<file path="src/rtl/tdm_slot_pkg.sv">
package tdm_slot_pkg;
  localparam int SIZE_SPLIT = 16;

  function automatic int clamp_range(input int v, input int lo, input int hi);
    if (v < lo) return lo;
    if (v > hi) return hi;
    return v;
  endfunction

  function automatic bit size_is_ext(input int w);
    return w > SIZE_SPLIT;
  endfunction

  function automatic int size_code(input int w);
    return (w > SIZE_SPLIT) ? (w - SIZE_SPLIT) : w;
  endfunction
endpackage

</file>
<file path="src/rtl/tdm_slot_pos.sv">
module tdm_slot_pos #(
  parameter int MAX_SLOTS = 8,
  parameter int MAX_W = 32,
  localparam int CNT_W = $clog2(MAX_SLOTS + 1),
  localparam int SIDX_W = $clog2(MAX_SLOTS),
  localparam int BIT_W = $clog2(MAX_W),
  localparam int WCFG_W = $clog2(MAX_W + 1)
)(
  input  logic              clk,
  input  logic              rst_n,
  input  logic              run_q,
  input  logic              tick,
  input  logic              frame_start,
  input  logic              net_mode,
  input  logic [CNT_W-1:0]  slots_eff,
  input  logic [WCFG_W-1:0] width_eff,
  output logic [SIDX_W-1:0] slot_q,
  output logic              in_q,
  output logic [SIDX_W-1:0] nxt_slot,
  output logic              nxt_in,
  output logic              nxt_first,
  output logic              nxt_last
);
  logic [BIT_W-1:0] bit_q, nxt_bit;
  logic [CNT_W-1:0] slot_inc;
  logic             last_bit;

  assign slot_inc = CNT_W'(slot_q) + CNT_W'(1);
  assign last_bit = (WCFG_W'(bit_q) + WCFG_W'(1)) == width_eff;

  always_comb begin
    nxt_slot = slot_q;
    nxt_bit  = bit_q;
    nxt_in   = in_q;
    if (frame_start) begin
      nxt_slot = '0;
      nxt_bit  = '0;
      nxt_in   = 1'b1;
    end else if (in_q) begin
      if (last_bit) begin
        nxt_bit = '0;
        if (!net_mode) begin
          nxt_slot = '0;
        end else if (slot_inc < slots_eff) begin
          nxt_slot = slot_inc[SIDX_W-1:0];
        end else begin
          nxt_in = 1'b0;
        end
      end else begin
        nxt_bit = bit_q + BIT_W'(1);
      end
    end
  end

  assign nxt_first = (nxt_bit == '0);
  assign nxt_last  = (WCFG_W'(nxt_bit) + WCFG_W'(1)) == width_eff;

  always_ff @(posedge clk or negedge rst_n) begin
    if (!rst_n) begin
      slot_q <= '0;
      bit_q  <= '0;
      in_q   <= 1'b0;
    end else if (!run_q) begin
      slot_q <= '0;
      bit_q  <= '0;
      in_q   <= 1'b0;
    end else if (tick) begin
      slot_q <= nxt_slot;
      bit_q  <= nxt_bit;
      in_q   <= nxt_in;
    end
  end
endmodule

</file>
<file path="src/rtl/tdm_tx_shift.sv">
module tdm_tx_shift #(
  parameter int MAX_W = 32,
  localparam int WCFG_W = $clog2(MAX_W + 1)
)(
  input  logic              clk,
  input  logic              rst_n,
  input  logic              tick,
  input  logic              act,
  input  logic              first,
  input  logic [WCFG_W-1:0] width_eff,
  input  logic [MAX_W-1:0]  word,
  output logic              tx_load,
  output logic              tx_sd
);
  logic [MAX_W-1:0] sh;
  logic             load_now;

  assign load_now = tick && act && first;

  always_ff @(posedge clk or negedge rst_n) begin
    if (!rst_n) begin
      sh      <= '0;
      tx_load <= 1'b0;
    end else begin
      tx_load <= load_now;
      if (load_now) begin
        sh <= word << (MAX_W - int'(width_eff));
      end else if (tick) begin
        sh <= sh << 1;
      end
    end
  end

  assign tx_sd = sh[MAX_W-1];
endmodule

</file>
<file path="src/rtl/tdm_rx_shift.sv">
module tdm_rx_shift #(
  parameter int MAX_W = 32,
  localparam int WCFG_W = $clog2(MAX_W + 1)
)(
  input  logic              clk,
  input  logic              rst_n,
  input  logic              tick,
  input  logic              act,
  input  logic              last,
  input  logic [WCFG_W-1:0] width_eff,
  input  logic              rx_sd,
  output logic              rx_cap,
  output logic [MAX_W-1:0]  rx_word
);
  logic [MAX_W-1:0] sh, sh_nxt, keep;

  assign sh_nxt = {sh[MAX_W-2:0], rx_sd};
  assign keep   = {MAX_W{1'b1}} >> (MAX_W - int'(width_eff));

  always_ff @(posedge clk or negedge rst_n) begin
    if (!rst_n) begin
      sh      <= '0;
      rx_cap  <= 1'b0;
      rx_word <= '0;
    end else begin
      rx_cap <= tick && act && last;
      if (tick && act) begin
        sh <= sh_nxt;
        if (last) rx_word <= sh_nxt & keep;
      end
    end
  end
endmodule

</file>
<file path="src/rtl/tdm_burst_req.sv">
module tdm_burst_req #(
  parameter int BURST = 16,
  localparam int CW = (BURST > 1) ? $clog2(BURST) : 1
)(
  input  logic clk,
  input  logic rst_n,
  input  logic run_q,
  input  logic ev,
  output logic req
);
  logic [CW-1:0] cnt;
  logic          at_end;

  assign at_end = (cnt == CW'(BURST - 1));
  assign req    = ev && at_end;

  always_ff @(posedge clk or negedge rst_n) begin
    if (!rst_n) begin
      cnt <= '0;
    end else if (!run_q) begin
      cnt <= '0;
    end else if (ev) begin
      cnt <= at_end ? '0 : cnt + CW'(1);
    end
  end
endmodule

</file>
<file path="src/rtl/tdm_slot_ctrl.sv">
module tdm_slot_ctrl #(
  parameter int MAX_SLOTS = 8,
  parameter int MAX_W = 32,
  parameter int BURST = 16,
  localparam int CNT_W = $clog2(MAX_SLOTS + 1),
  localparam int SIDX_W = $clog2(MAX_SLOTS),
  localparam int WCFG_W = $clog2(MAX_W + 1),
  localparam int FIELD_W = $clog2(MAX_W / 2 + 1)
)(
  input  logic               clk,
  input  logic               rst_n,
  input  logic               run_req,
  input  logic               bclk_en,
  input  logic               frame_start,
  input  logic [CNT_W-1:0]   cfg_slots,
  input  logic [WCFG_W-1:0]  cfg_width,
  input  logic [MAX_SLOTS-1:0] tx_mask,
  input  logic [MAX_SLOTS-1:0] rx_mask,
  input  logic               tri_en,
  input  logic               stereo,
  input  logic               samp32,
  input  logic [MAX_W-1:0]   tx_word,
  input  logic               rx_sd,
  output logic               running,
  output logic               net_mode,
  output logic               cfg_err,
  output logic               ext_size,
  output logic [FIELD_W-1:0] size_field,
  output logic               slot_valid,
  output logic [SIDX_W-1:0]  cur_slot,
  output logic               tx_load,
  output logic               tx_oe,
  output logic               tx_sd,
  output logic               rx_cap,
  output logic [MAX_W-1:0]   rx_word,
  output logic               req_wide,
  output logic               tx_req,
  output logic               rx_req
);
  import tdm_slot_pkg::*;

  logic [CNT_W-1:0]  slots_eff;
  logic [WCFG_W-1:0] width_eff;
  logic              tick;
  logic [SIDX_W-1:0] slot_q, nxt_slot;
  logic              in_q, nxt_in, nxt_first, nxt_last;
  logic              cur_tx_act, nxt_tx_act, nxt_rx_act;
  logic [1:0]        burst_ev, burst_req;

  // configuration decode
  assign slots_eff  = CNT_W'(clamp_range(int'(cfg_slots), 1, MAX_SLOTS));
  assign width_eff  = WCFG_W'(clamp_range(int'(cfg_width), 1, MAX_W));
  assign net_mode   = slots_eff > CNT_W'(1);
  assign cfg_err    = net_mode && (tx_mask == '0);
  assign ext_size   = size_is_ext(int'(width_eff));
  assign size_field = FIELD_W'(size_code(int'(width_eff)));
  assign req_wide   = (stereo && ($countones(tx_mask) != 1)) || samp32;

  always_ff @(posedge clk or negedge rst_n) begin
    if (!rst_n) running <= 1'b0;
    else        running <= run_req && !cfg_err;
  end

  assign tick = bclk_en && running;

  tdm_slot_pos #(.MAX_SLOTS(MAX_SLOTS), .MAX_W(MAX_W)) u_pos (
    .clk(clk), .rst_n(rst_n), .run_q(running), .tick(tick),
    .frame_start(frame_start), .net_mode(net_mode),
    .slots_eff(slots_eff), .width_eff(width_eff),
    .slot_q(slot_q), .in_q(in_q), .nxt_slot(nxt_slot), .nxt_in(nxt_in),
    .nxt_first(nxt_first), .nxt_last(nxt_last)
  );

  // slot activity from the masks; single-slot mode ignores them
  assign cur_tx_act = in_q   && (!net_mode || tx_mask[slot_q]);
  assign nxt_tx_act = nxt_in && (!net_mode || tx_mask[nxt_slot]);
  assign nxt_rx_act = nxt_in && (!net_mode || rx_mask[nxt_slot]);

  assign slot_valid = running && in_q;
  assign cur_slot   = slot_q;
  assign tx_oe      = running && (cur_tx_act || !tri_en);

  tdm_tx_shift #(.MAX_W(MAX_W)) u_tx (
    .clk(clk), .rst_n(rst_n), .tick(tick), .act(nxt_tx_act),
    .first(nxt_first), .width_eff(width_eff), .word(tx_word),
    .tx_load(tx_load), .tx_sd(tx_sd)
  );

  tdm_rx_shift #(.MAX_W(MAX_W)) u_rx (
    .clk(clk), .rst_n(rst_n), .tick(tick), .act(nxt_rx_act),
    .last(nxt_last), .width_eff(width_eff), .rx_sd(rx_sd),
    .rx_cap(rx_cap), .rx_word(rx_word)
  );

  assign burst_ev = {rx_cap, tx_load};

  for (genvar d = 0; d < 2; d++) begin : g_req
    tdm_burst_req #(.BURST(BURST)) u_req (
      .clk(clk), .rst_n(rst_n), .run_q(running),
      .ev(burst_ev[d]), .req(burst_req[d])
    );
  end

  assign tx_req = burst_req[0];
  assign rx_req = burst_req[1];
endmodule

</file>
<file path="config.mk">
export PLATFORM = sky130hd
export DESIGN_NAME = tdm_slot_ctrl
export DESIGN_NICKNAME = d
export VERILOG_FILES = /design/src/rtl/tdm_slot_pkg.sv /design/src/rtl/tdm_slot_pos.sv /design/src/rtl/tdm_tx_shift.sv /design/src/rtl/tdm_rx_shift.sv /design/src/rtl/tdm_burst_req.sv /design/src/rtl/tdm_slot_ctrl.sv
export SDC_FILE = /design/constraint.sdc
export NUM_CORES = 1
export LEC_CHECK = 0
export CORE_MARGIN = 4
export CORE_UTILIZATION = 50
export CTS_BUF_LIST = sky130_fd_sc_hd__clkbuf_16
export CTS_CLUSTER_DIAMETER = 100
export CTS_CLUSTER_SIZE = 28
export DETAILED_ROUTE_END_ITERATION = 8
export PLACE_DENSITY_LB_ADDON = 0.2
export SLEW_MARGIN = 20
export SYNTH_ARGS = -nofsm -noshare
export SYNTH_HDL_FRONTEND = slang
export SYNTH_SLANG_ARGS = --single-unit
</file>
<file path="constraint.sdc">
create_clock -name clk -period 6.27 [get_ports clk]
set_clock_uncertainty 0.2 [all_clocks]
set_input_delay 1.254 -clock clk [delete_from_list [all_inputs] [get_ports clk]]
set_output_delay 1.254 -clock clk [all_outputs]
set_load 0.1 [all_outputs]
</file>
# Word level (Yosys, flattened, before mapping)
# Cells that the tools add are included.
# totals
wordCells	121
inputBits	67
reg_bits	115
out_inout_bits	52
# op_classes
reduce_logical	27
n_addsub	15
shift	2
muxes	48
order_cmp	9
eq_ne	8
n_bitwise	1
# op_table
operator	count
32-bit two-way mux	2
4-bit two-way mux	9
32-bit bitwise AND	1
32-bit by 32-bit << shifter with 32-bit output	1
32-bit by 32-bit >> shifter with 32-bit output (first input constant)	1
5-bit two-way mux	6
3-bit two-way mux	7
1-bit two-way mux	18
6-bit two-way mux	3
1-bit logical AND	15
5-bit by 1-bit adder with 6-bit output (second input constant)	2
6-bit equality test	2
1-bit binary-select mux with 3-bit select	3
1-bit by 1-bit adder with 2-bit output	4
4-bit by 1-bit adder with 4-bit output (second input constant)	2
4-bit equality test (second input constant)	2
8-bit logical NOT	1
3-bit by 4-bit < comparator with 1-bit output (second input constant)	2
6-bit by 6-bit subtractor with 7-bit output (first input constant)	1
2-bit by 2-bit adder with 3-bit output	2
6-bit by 5-bit greater-than comparator with 1-bit output (second input constant)	1
6-bit greater-than comparator (second input constant)	1
6-bit by 1-bit < comparator with 1-bit output (second input constant)	1
2-bit by 1-bit inequality test with 1-bit output (second input constant)	3
14 further kinds	20

# Longest topological paths before layout
# depth
word_depth	18
depth_mapped	18
depth_no_buf	16

# Modules after synthesis
# From an unflattened synthesis, not the netlist that was laid out.
# hier_totals
hier_cells	944
area_unflattened_um2	8846.0
# modules_own_cells
mod	instances	area_each_um2	cells_per_inst	seq_area_each_um2
tdm_tx_shift	1	3643.5	419	825.8
tdm_rx_shift	1	3007.9	263	1601.5
tdm_slot_pos	1	1128.6	140	225.2
tdm_slot_ctrl	1	635.6	78	25.0
tdm_burst_req	2	215.2	22	100.1

# Worst setup path before layout
# OpenSTA, ideal clock, no wires.
# synth_path
path_type	input-to-output
startpoint	in cfg_slots[1]
endpoint	out cfg_err
path_slack_ns	-0.400
t_required_ns	4.816
arrival_ns	5.216
path_buffers	0
path_stages	5
path_cell_list	or2_1 nor2_1 inv_1 nand4_1 nor4_1
# synth_between
elab_chain_cells	7
elab_cells_between_ends	11
cone_classes	order compare: 3; mux: 7; reduce/logical: 1
# synth_rtl
item	line_no	source
from (decl)	tdm_slot_ctrl.sv:15	input logic [CNT_W-1:0] cfg_slots,
4-bit by 1-bit < comparator with 1-bit output or 4-bit greater-than comparator (tied branches)	tdm_slot_pkg.sv:5, tdm_slot_pkg.sv:6	
1-bit two-way mux, on equally long branches	tdm_slot_pkg.sv:5, tdm_slot_pkg.sv:6	
4-bit two-way mux or 1-bit two-way mux (tied branches)	tdm_slot_pkg.sv:6	if (v > hi) return hi;
4-bit two-way mux	tdm_slot_pkg.sv:7	return v;
4-bit two-way mux (*)	tdm_slot_pkg.sv:6	
4-bit by 1-bit greater-than comparator with 1-bit output (*)	tdm_slot_ctrl.sv:53	assign net_mode = slots_eff > CNT_W'(1);
net net_mode	tdm_slot_ctrl.sv:25	output logic net_mode,
1-bit logical AND (*)	tdm_slot_ctrl.sv:54	assign cfg_err = net_mode && (tx_mask == '0);
to (decl)	tdm_slot_ctrl.sv:26	output logic cfg_err,
# Mark *: on every way through the listed nets, which the timed path passes. The rest lies on a longest branch. The select of a mux whose other input is x is not followed.

# Worst setup path in the final report
# layout_path
startpoint	in tx_mask[0]
endpoint	out req_wide
# layout_between
elab_chain_cells	6
# layout_rtl
item	line_no	source
from (decl)	tdm_slot_ctrl.sv:17	input logic [MAX_SLOTS-1:0] tx_mask,
1-bit by 1-bit adder with 2-bit output (implied by the code)	tdm_slot_ctrl.sv:57	assign req_wide = (stereo && ($countones(tx_mask) != 1)) || samp32;
2-bit by 2-bit adder with 3-bit output (implied by the code)	tdm_slot_ctrl.sv:57	
3-bit by 3-bit adder with 4-bit output (implied by the code)	tdm_slot_ctrl.sv:57	
4-bit by 1-bit inequality test with 1-bit output	tdm_slot_ctrl.sv:57	
1-bit logical AND	tdm_slot_ctrl.sv:57	
1-bit logical OR	tdm_slot_ctrl.sv:57	
to (decl)	tdm_slot_ctrl.sv:36	output logic req_wide,
# Every way passes these cells.

==> results.tsv <==
metric	value	unit
run status	finished, final reports clean	
Worst path slowest cell	fa_1	
Tmin final	6.02	ns
maximum root-to-sink buffer count	2	
routed wire length	21200	um
CTS tree	done	
Top Family by Delay on Critical Path	adder cells	
Die X	134	um
CTS clk-pin slew, worst paths	0.05	ns
Post-synth EDFFs	0	
vias per cell	5.83	
WL per Instance	18.0	um
fin crit share	0.961	
die area	0.0179	sq mm
Final Slew Violations	0	
TritonCTS Buffers	17	
Worst Setup Path Type	input port to output port	
yosys warns	0	
Worst path most repeated cell	fa_1	
Port-buffer cells	118	
commonest non-fill, non-tap cell in the layout	dfrtp_1	
Synth cell types	73	
hold buffers post-CTS	0	
hold slack final	0.287	ns
multi-input logic area	0.00468	sq mm
share of layout cells above drive strength 1	0.128	
postcts setup bufs	0	
Fmax achieved	166	MHz
vias in the first global route	6896	
Hold Startpoint	u_tx.sh[0]	
PD cells	259	mW/mm^2
num rows	45	
synthesized flop and latch total	115	
CP bufs+invs	4	
ANT cells	0	
GPL Wtd Cong	0.933	
Tot GR Track Use	0.244	
Worst Tran Pin Value	0.991	ns
RSZ-0062 raised after global routing	no	
Max VDD drop	225	uV
CTS Sinks	115	
Synth Cell Area	0.00789	sq mm
dpl hpwl	15500	um
setup TNS	0	ns
total gr overflow	0	
Leak	4.50	nW
drt drc	0	
Initial Util	0.515	
Most used DFF post-synth	dfrtp_1	
pin count of the biggest net entering global routing	71	
first-pass GRT wire length	35300	um
drt initial violations	550	
fraction of registers with async set/reset	1.00	
Synth Area per Inst	9.26	sq um
Stages on worst setup path	12	
crit path cell chain	clkdlybuf4s50_1, fa_1, inv_1, fa_1, fa_1, inv_1, ha_1, fa_1, o21ai_0, nand3b_1, a21o_1, buf_12	
most frequent cells in the layout	dfrtp_1, clkdlybuf4s50_1, nand2_1, mux2i_1, nand3_1	
router iterations before antenna repair	5	
Core Region	0.0153	sq mm
vias	6899	
reg-to-reg setup timing slack	1.37	ns
Reg2Reg Capture Point	u_rx.rx_word[12]	
root buf cell	clkbuf_16	
Worst setup startpoint	tx_mask[0]	
H-tree levels	4	
I/O pin count	119	
top cell type's share of synthesized area	0.365	
Clock Latency Late Sink	0.42	ns
Final Setup Violations	0	
Final nets	1046	
ANT nets after route	0	
Critical Path Sink	req_wide	
sequential share of the synthesized area	0.365	
Max stage delay on crit path	0.57	ns
Die Span Y	134	um
ranking of synthesized cells by area	dfrtp_1, mux2i_1, mux2_2	
Setup crit end kind	output port	
worst hold path type	register to register	
Final WS setup	0.247	ns
area leader, netlist	dfrtp_1	
Setup WS pre-CTS	0.240	ns
Hold Vio Cnt, Final	0	
Critical Path AT	4.57	ns
reg-to-reg startpoint	u_pos.slot_q[0]	
FF/Latch Area	0.00288	sq mm
maximum capacitance violations	0	
critical path required time	4.82	ns
syn_nets	937	
Setup crit start kind	input port	
P&R area growth vs syn	25.5	%
fillcell total	1293	
post-CTS sizing	0	
worst r2r path cells	14	
initial antenna violation count	0	
max_slew headroom	0.337	
Post-Syn Instances	852	
Crit Path Max Fanout	4	
## sequential cells by signal (all words and copies together) (netlist names), 3 cells and up
signal,cells
u_pos.bit_q,5
u_rx.rx_word,32
u_tx.sh,32
g_req.u_req.cnt,8
u_pos.slot_q,3
u_rx.sh,31
## kinds of logic (layout without fill, tap and decap cells)
group,Yosys count,after routing,synth area share
XOR/XNOR,16,16,0.0212
AND/OR/NAND/NOR,291,291,0.174
buffers and inverters,93,213,0.0482
AO/OA/AOI/OAI,168,168,0.149
adder cells (fa/ha/maj),18,18,0.0323
flip-flops,115,115,0.365
multiplexers,151,151,0.210
## cell type report
| cell class | instances | share of cell area |
|---|---|---|
| clock inverter | 13 | 0.0138 |
| tap | 211 | 0.0267 |
| clock buffer | 17 | 0.0430 |
| timing repair buffer | 143 | 0.138 |
| inverter | 40 | 0.0152 |
| sequential | 115 | 0.291 |
| multi-input combinational | 644 | 0.473 |
## per-stage QoR
stage          cells  instance area (sq um)  total power [mW]  utilization
6_report        1183                   9900              2.56        0.646
4_1_cts         1183                   9900              2.56        0.646
3_3_place_gp    1153                   9340              1.62        0.610
2_1_floorplan    852                   7900              1.40            -
5_1_grt         1183                   9900              2.67        0.646
3_5_place_dp    1153                   9340              1.63        0.610
## worst min-delay path by stage
stage / endpoint / slack [ns] / cells past startpoint
after floorplan: u_tx.sh[23] / 0.24 / 2
after global placement: u_tx.sh[21] / 0.26 / 2
after detailed placement: u_tx.sh[20] / 0.27 / 2
after CTS: u_tx.sh[20] / 0.28 / 2
after global routing: u_tx.sh[0] / 0.31 / 2
final: u_tx.sh[0] / 0.29 / 2
## power by group
| group | switching (mW) | leakage, nW | internal (mW) |
|---|---|---|---|
| Combinational | 0.472 | 2.72 | 0.263 |
| Sequential | 0.0569 | 1.51 | 0.828 |
| Clock | 0.360 | 0.272 | 0.579 |
| Total | 0.889 | 4.50 | 1.67 |
## worst register-to-register path, cell delays in order, from the launching register on
cell       delay [ns]
dfrtp_1          0.53
ha_1             0.33
xor2_1           0.16
ha_1             0.22
or3_1            0.34
a221oi_1         0.31
nor3_1           0.19
o311ai_4         0.35
and2_2           0.26
mux2_1           0.32
a2111oi_1        0.64
a311oi_4         0.12
o2111ai_4        0.37
buf_4            0.31
mux2i_1          0.18
## Yosys cell counts, types with 6 or more instances
| cell type | count |
|---|---|
| nand2b_1 | 6 |
| a221oi_1 | 7 |
| nor3_1 | 10 |
| or3_1 | 14 |
| nor2_1 | 56 |
| and3_1 | 19 |
| nand2_1 | 93 |
| a31oi_1 | 11 |
| mux2_1 | 17 |
| o22ai_1 | 8 |
| nor2b_1 | 15 |
| mux4_2 | 6 |
| mux2_2 | 39 |
| ha_1 | 14 |
| o21ai_0 | 32 |
| xor2_1 | 6 |
| o211ai_1 | 14 |
| xnor2_1 | 8 |
| nand3_1 | 59 |
| o31a_1 | 6 |
| mux2i_1 | 89 |
| dfrtp_1 | 115 |
| a22oi_1 | 8 |
| a21oi_1 | 33 |
| buf_2 | 10 |
| clkbuf_1 | 35 |
| inv_1 | 36 |
## metal layers
metal | global-route usage | part of all wire | wire, um
met2 | 0.394 | 0.47 | 10100
met1 | 0.322 | 0.44 | 9250
met3 | 0.0536 | 0.062 | 1320
met4 | 0.0960 | 0.027 | 583
met5 | 0 | 0 | 0
Power figures use the tool's default switching activity.
